### config.mk
export PLATFORM = sky130hd
export DESIGN_NAME = raster_timing_gen
export DESIGN_NICKNAME = d
export VERILOG_FILES = /design/src/rtl/rtg_pkg.sv /design/src/rtl/rtg_shadow.sv /design/src/rtl/rtg_raster_cnt.sv /design/src/rtl/rtg_pixel_out.sv /design/src/rtl/raster_timing_gen.sv
export SDC_FILE = /design/constraint.sdc
export NUM_CORES = 1
export LEC_CHECK = 0
export CORE_MARGIN = 2
export CORE_UTILIZATION = 58
export CTS_CLUSTER_DIAMETER = 100
export DETAILED_ROUTE_END_ITERATION = 16
export DONT_BUFFER_PORTS = 1
export PLACE_DENSITY = 0.76
export SETUP_SLACK_MARGIN = 0.3
export SYNTH_ARGS = -nofsm -noshare
export SYNTH_HDL_FRONTEND = slang
export SYNTH_SLANG_ARGS = --single-unit
### constraint.sdc
create_clock -name clk -period 3.44 [get_ports clk]
set_input_delay 0.172 -clock clk [delete_from_list [all_inputs] [get_ports clk]]
set_output_delay 0.172 -clock clk [all_outputs]
set_load 0.05 [all_outputs]
### src/rtl/rtg_pkg.sv
package rtg_pkg;
    localparam int unsigned ADDR_W = 4;

    localparam logic [ADDR_W-1:0] A_HSE    = 4'd0;
    localparam logic [ADDR_W-1:0] A_HTOT   = 4'd1;
    localparam logic [ADDR_W-1:0] A_HAS    = 4'd2;
    localparam logic [ADDR_W-1:0] A_HAE    = 4'd3;
    localparam logic [ADDR_W-1:0] A_VSE    = 4'd4;
    localparam logic [ADDR_W-1:0] A_VTOT   = 4'd5;
    localparam logic [ADDR_W-1:0] A_VAS    = 4'd6;
    localparam logic [ADDR_W-1:0] A_VAE    = 4'd7;
    localparam logic [ADDR_W-1:0] A_POL    = 4'd8;
    localparam logic [ADDR_W-1:0] A_STBY   = 4'd9;
    localparam logic [ADDR_W-1:0] A_PORT   = 4'd10;
    localparam logic [ADDR_W-1:0] A_COMMIT = 4'd15;

    localparam int unsigned POL_W  = 4;
    localparam int unsigned PORT_N = 4;
    localparam int unsigned POL_HS = 0;
    localparam int unsigned POL_VS = 1;
    localparam int unsigned POL_DE = 2;
    localparam int unsigned POL_CK = 3;
endpackage

### src/rtl/rtg_shadow.sv
module rtg_shadow
    import rtg_pkg::*;
#(
    parameter int unsigned HW = 12,
    parameter int unsigned VW = 12,
    parameter int unsigned DW = 12
) (
    input  logic              clk,
    input  logic              rst_n,
    input  logic              wr_en,
    input  logic [ADDR_W-1:0] wr_addr,
    input  logic [DW-1:0]     wr_data,
    input  logic              frame_next_i,
    output logic [HW-1:0]     hse_o,
    output logic [HW-1:0]     ht_o,
    output logic [HW-1:0]     has_o,
    output logic [HW-1:0]     hae_o,
    output logic [VW-1:0]     vse_o,
    output logic [VW-1:0]     vt_o,
    output logic [VW-1:0]     vas_o,
    output logic [VW-1:0]     vae_o,
    output logic [POL_W-1:0]  pol_o,
    output logic              stby_o,
    output logic [PORT_N-1:0] sel_o,
    output logic              pending_o
);
    localparam int unsigned SELB = $clog2(PORT_N);

    typedef struct packed {
        logic [HW-1:0]     hse;
        logic [HW-1:0]     ht;
        logic [HW-1:0]     has;
        logic [HW-1:0]     hae;
        logic [VW-1:0]     vse;
        logic [VW-1:0]     vt;
        logic [VW-1:0]     vas;
        logic [VW-1:0]     vae;
        logic [POL_W-1:0]  pol;
        logic              stby;
        logic [PORT_N-1:0] sel;
    } cfg_t;

    typedef struct packed {
        cfg_t shd;
        cfg_t act;
        logic pend;
    } st_t;

    localparam cfg_t CFG_RST = '{hse: '0, ht: '0, has: '0, hae: '0,
                                 vse: '0, vt: '0, vas: '0, vae: '0,
                                 pol: '0, stby: 1'b1,
                                 sel: PORT_N'(1)};

    st_t  s_q, s_d;
    logic commit_d;
    logic xfer_d;

    always_comb begin
        s_d      = s_q;
        commit_d = 1'b0;
        if (wr_en) begin
            case (wr_addr)
                A_HSE:    s_d.shd.hse  = wr_data[HW-1:0];
                A_HTOT:   s_d.shd.ht   = wr_data[HW-1:0];
                A_HAS:    s_d.shd.has  = wr_data[HW-1:0];
                A_HAE:    s_d.shd.hae  = wr_data[HW-1:0];
                A_VSE:    s_d.shd.vse  = wr_data[VW-1:0];
                A_VTOT:   s_d.shd.vt   = wr_data[VW-1:0];
                A_VAS:    s_d.shd.vas  = wr_data[VW-1:0];
                A_VAE:    s_d.shd.vae  = wr_data[VW-1:0];
                A_POL:    s_d.shd.pol  = wr_data[POL_W-1:0];
                A_STBY:   s_d.shd.stby = wr_data[0];
                A_PORT:   s_d.shd.sel  = PORT_N'(1) << wr_data[SELB-1:0];
                A_COMMIT: commit_d     = wr_data[0];
                default:  ;
            endcase
        end
        xfer_d = s_q.pend & frame_next_i;
        if (xfer_d) begin
            s_d.act = s_q.shd;
        end
        s_d.pend = commit_d | (s_q.pend & ~xfer_d);
    end

    always_ff @(posedge clk or negedge rst_n) begin
        if (!rst_n) begin
            s_q <= '{shd: CFG_RST, act: CFG_RST, pend: 1'b0};
        end else begin
            s_q <= s_d;
        end
    end

    assign hse_o     = s_q.act.hse;
    assign ht_o      = s_q.act.ht;
    assign has_o     = s_q.act.has;
    assign hae_o     = s_q.act.hae;
    assign vse_o     = s_q.act.vse;
    assign vt_o      = s_q.act.vt;
    assign vas_o     = s_q.act.vas;
    assign vae_o     = s_q.act.vae;
    assign pol_o     = s_q.act.pol;
    assign stby_o    = s_q.act.stby;
    assign sel_o     = s_q.act.sel;
    assign pending_o = s_q.pend;


    live_hold_chk: assert property (@(posedge clk) disable iff (!rst_n)
        !frame_next_i |=> $stable(s_q.act));


    pend_clear_chk: assert property (@(posedge clk) disable iff (!rst_n)
        (s_q.pend && frame_next_i && !(wr_en && wr_addr == A_COMMIT && wr_data[0]))
        |=> !s_q.pend);


    sel_onehot_chk: assert property (@(posedge clk) disable iff (!rst_n)
        $countones(s_q.act.sel) == 1);
endmodule

### src/rtl/rtg_raster_cnt.sv
module rtg_raster_cnt #(
    parameter int unsigned HW = 12,
    parameter int unsigned VW = 12
) (
    input  logic          clk,
    input  logic          rst_n,
    input  logic [HW-1:0] ht_i,
    input  logic [VW-1:0] vt_i,
    output logic [HW-1:0] h_o,
    output logic [VW-1:0] v_o,
    output logic          frame_next_o
);
    localparam logic [HW-1:0] H_ONE = HW'(1);
    localparam logic [VW-1:0] V_ONE = VW'(1);

    typedef struct packed {
        logic [HW-1:0] h;
        logic [VW-1:0] v;
    } cnt_t;

    cnt_t c_q, c_d;
    logic h_last_d;
    logic v_last_d;

    always_comb begin
        c_d      = c_q;
        h_last_d = (ht_i == '0) || (c_q.h >= ht_i - H_ONE);
        v_last_d = (vt_i == '0) || (c_q.v >= vt_i - V_ONE);
        if (ht_i == '0) begin
            c_d.h = '0;
            c_d.v = '0;
        end else if (h_last_d) begin
            c_d.h = '0;
            c_d.v = v_last_d ? '0 : c_q.v + V_ONE;
        end else begin
            c_d.h = c_q.h + H_ONE;
        end
    end

    always_ff @(posedge clk or negedge rst_n) begin
        if (!rst_n) begin
            c_q <= '0;
        end else begin
            c_q <= c_d;
        end
    end

    assign h_o          = c_q.h;
    assign v_o          = c_q.v;
    assign frame_next_o = (c_d.h == '0) && (c_d.v == '0);


    h_range_chk: assert property (@(posedge clk) disable iff (!rst_n)
        (ht_i != '0) |-> (c_q.h < ht_i));


    h_step_chk: assert property (@(posedge clk) disable iff (!rst_n)
        (ht_i != '0 && c_q.h != ht_i - H_ONE) |=> (c_q.h == $past(c_q.h) + H_ONE));


    h_zero_hold_chk: assert property (@(posedge clk) disable iff (!rst_n)
        (ht_i == '0) |=> (c_q.h == '0 && c_q.v == '0));
endmodule

### src/rtl/rtg_pixel_out.sv
module rtg_pixel_out
    import rtg_pkg::*;
#(
    parameter int unsigned HW = 12,
    parameter int unsigned VW = 12
) (
    input  logic [HW-1:0]     h_i,
    input  logic [VW-1:0]     v_i,
    input  logic [HW-1:0]     hse_i,
    input  logic [HW-1:0]     has_i,
    input  logic [HW-1:0]     hae_i,
    input  logic [VW-1:0]     vse_i,
    input  logic [VW-1:0]     vas_i,
    input  logic [VW-1:0]     vae_i,
    input  logic [POL_W-1:0]  pol_i,
    input  logic              stby_i,
    input  logic [PORT_N-1:0] sel_i,
    output logic              hsync_o,
    output logic              vsync_o,
    output logic              de_o,
    output logic              pclk_inv_o,
    output logic [HW-1:0]     x_o,
    output logic [VW-1:0]     y_o,
    output logic [PORT_N-1:0] out_en_o
);
    logic hs_raw, vs_raw, de_raw;

    always_comb begin
        hs_raw = ~stby_i && (h_i < hse_i);
        vs_raw = ~stby_i && (v_i < vse_i);
        de_raw = ~stby_i && (h_i >= has_i) && (h_i < hae_i)
                         && (v_i >= vas_i) && (v_i < vae_i);

        hsync_o    = pol_i[POL_HS] ? hs_raw : ~hs_raw;
        vsync_o    = pol_i[POL_VS] ? vs_raw : ~vs_raw;
        de_o       = pol_i[POL_DE] ? ~de_raw : de_raw;
        pclk_inv_o = pol_i[POL_CK];

        x_o      = de_raw ? h_i - has_i : '0;
        y_o      = de_raw ? v_i - vas_i : '0;
        out_en_o = stby_i ? '0 : sel_i;
    end
endmodule

### src/rtl/raster_timing_gen.sv
module raster_timing_gen
    import rtg_pkg::*;
#(
    parameter int unsigned HW = 12,
    parameter int unsigned VW = 12,
    localparam int unsigned DW = (HW > VW) ? HW : VW
) (
    input  logic              clk,
    input  logic              rst_n,
    input  logic              wr_en,
    input  logic [ADDR_W-1:0] wr_addr,
    input  logic [DW-1:0]     wr_data,
    output logic              hsync_o,
    output logic              vsync_o,
    output logic              de_o,
    output logic              pclk_inv_o,
    output logic [HW-1:0]     x_o,
    output logic [VW-1:0]     y_o,
    output logic [PORT_N-1:0] out_en_o,
    output logic              pending_o
);
    logic [HW-1:0]     hse, ht, has, hae, h_cnt;
    logic [VW-1:0]     vse, vt, vas, vae, v_cnt;
    logic [POL_W-1:0]  pol;
    logic              stby;
    logic [PORT_N-1:0] sel;
    logic              frame_next;

    rtg_shadow #(.HW(HW), .VW(VW), .DW(DW)) u_shadow (
        .clk(clk), .rst_n(rst_n),
        .wr_en(wr_en), .wr_addr(wr_addr), .wr_data(wr_data),
        .frame_next_i(frame_next),
        .hse_o(hse), .ht_o(ht), .has_o(has), .hae_o(hae),
        .vse_o(vse), .vt_o(vt), .vas_o(vas), .vae_o(vae),
        .pol_o(pol), .stby_o(stby), .sel_o(sel), .pending_o(pending_o)
    );

    rtg_raster_cnt #(.HW(HW), .VW(VW)) u_cnt (
        .clk(clk), .rst_n(rst_n),
        .ht_i(ht), .vt_i(vt),
        .h_o(h_cnt), .v_o(v_cnt), .frame_next_o(frame_next)
    );

    rtg_pixel_out #(.HW(HW), .VW(VW)) u_out (
        .h_i(h_cnt), .v_i(v_cnt),
        .hse_i(hse), .has_i(has), .hae_i(hae),
        .vse_i(vse), .vas_i(vas), .vae_i(vae),
        .pol_i(pol), .stby_i(stby), .sel_i(sel),
        .hsync_o(hsync_o), .vsync_o(vsync_o), .de_o(de_o),
        .pclk_inv_o(pclk_inv_o), .x_o(x_o), .y_o(y_o),
        .out_en_o(out_en_o)
    );


    stby_idle_chk: assert property (@(posedge clk) disable iff (!rst_n)
        stby |-> (de_o == pol[POL_DE] && out_en_o == '0
                  && hsync_o == ~pol[POL_HS] && vsync_o == ~pol[POL_VS]));


    xy_outside_chk: assert property (@(posedge clk) disable iff (!rst_n)
        (de_o == pol[POL_DE]) |-> (x_o == '0 && y_o == '0));


    x_bound_chk: assert property (@(posedge clk) disable iff (!rst_n)
        (de_o != pol[POL_DE]) |-> (x_o < hae - has && h_cnt < ht));
endmodule

==> reports/results.tsv <==
stage	metric	value	unit
run_status	status	complete, but fails checks	
run_status	violations	negative hold slack, negative setup slack	
global_routing	track_usage	29.0	%
setup_path	slowest_delay	0.41	ns
logic_synthesis	synth-edff-count	0	
setup_path	path_cells	nor4_4 -> nand2b_1 -> nor4_2 -> xnor2_1 -> ha_1 -> and4_1 -> o211a_1 -> a21o_4 -> nand2b_4 -> a22o_1 -> and4_4 -> o2111ai_4 -> buf_12 -> buf_12 -> mux2_4	
cts	cts_root_buffer	clkbuf_16	
sta	rsz0062_at_grt	true	
global_routing	grt_first_pass_wirelength	53.6	mm
sta	hold_slack	-0.650	ns
cts	h-tree-depth	1	
cts	cts_tree	built	
global_routing	antenna_found_initial	2	
cells_and_area	final_common_cell	dfrtp_1	
setup_path	crit_type	flip-flop to flip-flop	
floorplan	die-area	23400	sq um
logic_synthesis	synth.area.top_cells	dfrtp_1 45%, mux2_2 13%, ha_1 9.4%	
place	place.gp.congestion	0.907	
detailed_routing	drt_wl_total	34.4	mm
place	dpl.cell_count	1465	
pwr	ir_drop	0.613	mV
floorplan	rows	54	
cts	cts_buffers	25	
floorplan	die_y	153	um
cells_and_area	area_delta_synth_final	25.7	%
cts	clock_path_buffers	3	
sta	fmax	259	MHz
cts	clock_latency	0.52	ns
sta	finalCritPeriodShare	112	%
cells_and_area	seqCellArea	5890	sq um
logic_synthesis	synth_fp_nets	1242	
logic_synthesis	seq_area_frac_synth	45.7	%
sta	finClkSkew	0.0154	ns
floorplan	ios	52	
cells_and_area	drive_gt1_share	35.9	%
floorplan	dieWidth	153	um
setup_path	critPathTopFamily	simple AND/OR/NAND/NOR gates	
setup_path	endpoint_kind	flip-flop	
cts	hold_buffers	19	
cts	clk_pin_slew	0.06	ns
floorplan	start_util	59.1	%
global_routing	grt_pass1_vias	9652	
logic_synthesis	synth-seq-cells	235	
cells_and_area	final_cell_mix	227 x dfrtp_1, 105 x mux2_2, 95 x mux2_4, 94 x ha_1, 92 x buf_4	
setup_path	cp.required	3.83	ns
setup_path	critPathBufInv	2	
place	dp_hpwl	21.4	mm
cells_and_area	stdcell_count	1573	
detailed_routing	route.detailed.drc	0	
cells_and_area	n_fill_cell	1394	
cells_and_area	multi_input_area	7170	sq um
logic_synthesis	syn-cell-area	12900	sq um
sta	finalCriticalPeriod	3.86	ns
detailed_routing	wl_per_cell	21.9	um
sta	setup_ws	-0.422	ns
sta	finalMaxSlewViolations	0	
cells_and_area	fin_nets	1394	
sta	fin_tns_setup	-43.12	ns
sta	relSlewSlack	21.3	%
logic_synthesis	avgSynthCellArea	11.5	sq um
logic_synthesis	synthCells	1124	
logic_synthesis	yosys.area.top_type	dfrtp_1	
detailed_routing	drt-pass1-iter-count	5	
pwr	p_leak	0.00782	uW
setup_path	cp_max_fo	16	
logic_synthesis	yosys_warnings	0	
place	io_buffer_count	0	
global_routing	overflow	0	
detailed_routing	drt_iter0_drc	730	
logic_synthesis	synth_top_area_share	44.8	%
logic_synthesis	ys.flop_type	dfrtp_1	
setup_path	cp_data_arrival_time	4.26	ns
global_routing	grt_max_degree	236	
sta	setup_violations	130	
cts	cts.sinks	235	
detailed_routing	num_vias	9512	
floorplan	core	21800	sq um
setup_path	crit_path_frequent_cell	buf_12	
place	preCtsSetupSlack	-0.446	ns
detailed_routing	viasPerCell	6.05	
job	drv_cap	0	
logic_synthesis	synth_async_sr_flop_share	100	%
setup_path	critical_path.slowest_cell	dfrtp_1	
sta	worst_pin_slew	1.18	ns
pwr	powerDensity	931	nW/um^2
detailed_routing	ant_nets	0	
sta	final_hold_viol_count	235	
logic_synthesis	synth.distinct_cells	65	
worst_hold_path	hp-class	primary input to async pin	
setup_path	startpoint_type	flip-flop	
## power by group
part / internal, uW / switching [uW]
Sequential: 3530 / 584
Clock: 1640 / 1110
Combinational: 4070 / 4150
Total: 9240 / 5840
## area by class of cell
cell class | count | area share [%]
multi-input combinational | 771 | 44.3
inverter | 82 | 1.90
sequential | 235 | 36.4
clock inverter | 9 | 0.626
clock buffer | 34 | 4.57
antenna | 1 | 0.0154
tap | 280 | 2.16
timing repair buffer | 161 | 10.1
## metrics by stage
stage	power [uW]	instance area, sq um	utilization, %
2_1_floorplan	8850	13200	-
3_3_place_gp	10500	14100	64.7
3_5_place_dp	10700	14100	64.7
4_1_cts	14500	15800	72.6
5_1_grt	15900	16200	74.2
6_report	15100	16200	74.2
## logic make-up after synthesis
kind of cell | after synthesis | share of synthesized area (%)
and+or+nand+nor | 258 | 10.1
buffers and inverters | 118 | 3.83
adders and majority gates | 99 | 9.73
AOI/OAI and AO/OA | 159 | 7.95
xor gates and xnor gates | 52 | 3.53
muxes | 203 | 19.2
DFF | 235 | 45.7
## flip-flops by register name, summed over array words and instances (netlist names)
| signal | cells |
|---|---|
| u_shadow.s_q | 105 |
| u_cnt.h_o | 12 |
| u_cnt.v_o | 12 |
| u_shadow.hae_o | 12 |
| u_shadow.has_o | 12 |
| u_shadow.hse_o | 12 |
| u_shadow.ht_o | 12 |
| u_shadow.vae_o | 12 |
| u_shadow.vas_o | 12 |
| u_shadow.vse_o | 12 |
| u_shadow.vt_o | 12 |
| u_shadow.pol_o | 4 |
| u_shadow.sel_o | 4 |
| u_shadow.pending_o | 1 |
| u_shadow.stby_o | 1 |
## path summary, 6_finish.rpt
path                            slack (ns)  cells after the start                 to               from
worst max-delay path                 -0.42                     15   u_shadow.vt_o[2]   u_shadow.ht_o[4]
worst min-delay path                 -0.65                      0  u_shadow.s_q[202]              rst_n
worst max register to register       -0.42                     15   u_shadow.vt_o[2]   u_shadow.ht_o[4]
worst min register to register        0.48                      2  u_shadow.s_q[111]  u_shadow.s_q[111]
max in group asynchronous             3.74                      0  u_shadow.vae_o[5]              rst_n
min in group clk                      0.02                      2  u_shadow.s_q[111]         wr_addr[1]
## layer usage
layer,vias up,part of all wire (%),GRT usage (%)
met5,-,0.038,0
met4,2,3.1,9.35
met3,101,6.6,4.82
met2,318,47,46.2
met1,4763,43,40.8
li1,4328,-,-
## repair_timing
item	in CTS	in global routing
setup endpoints to repair	137	144
buffers inserted	30	7
pin swaps	27	14
gates cloned	4	4
hold endpoints to repair	336	235
resized for setup	98	53
## synth_stat cells, types with 10 or more instances
cell type,count
dfrtp_1,231
mux2_2,150
ha_1,97
inv_1,82
nor2_1,76
mux2_4,50
o21ai_0,49
nand2_1,44
a21oi_1,36
xnor2_1,28
nand3_1,27
xor2_1,24
nor3_1,22
clkbuf_1,20
a21o_1,16
and3_1,12
nand4_1,11
nor2b_1,11
nand2b_1,10
Power figures use the tool's default switching activity.
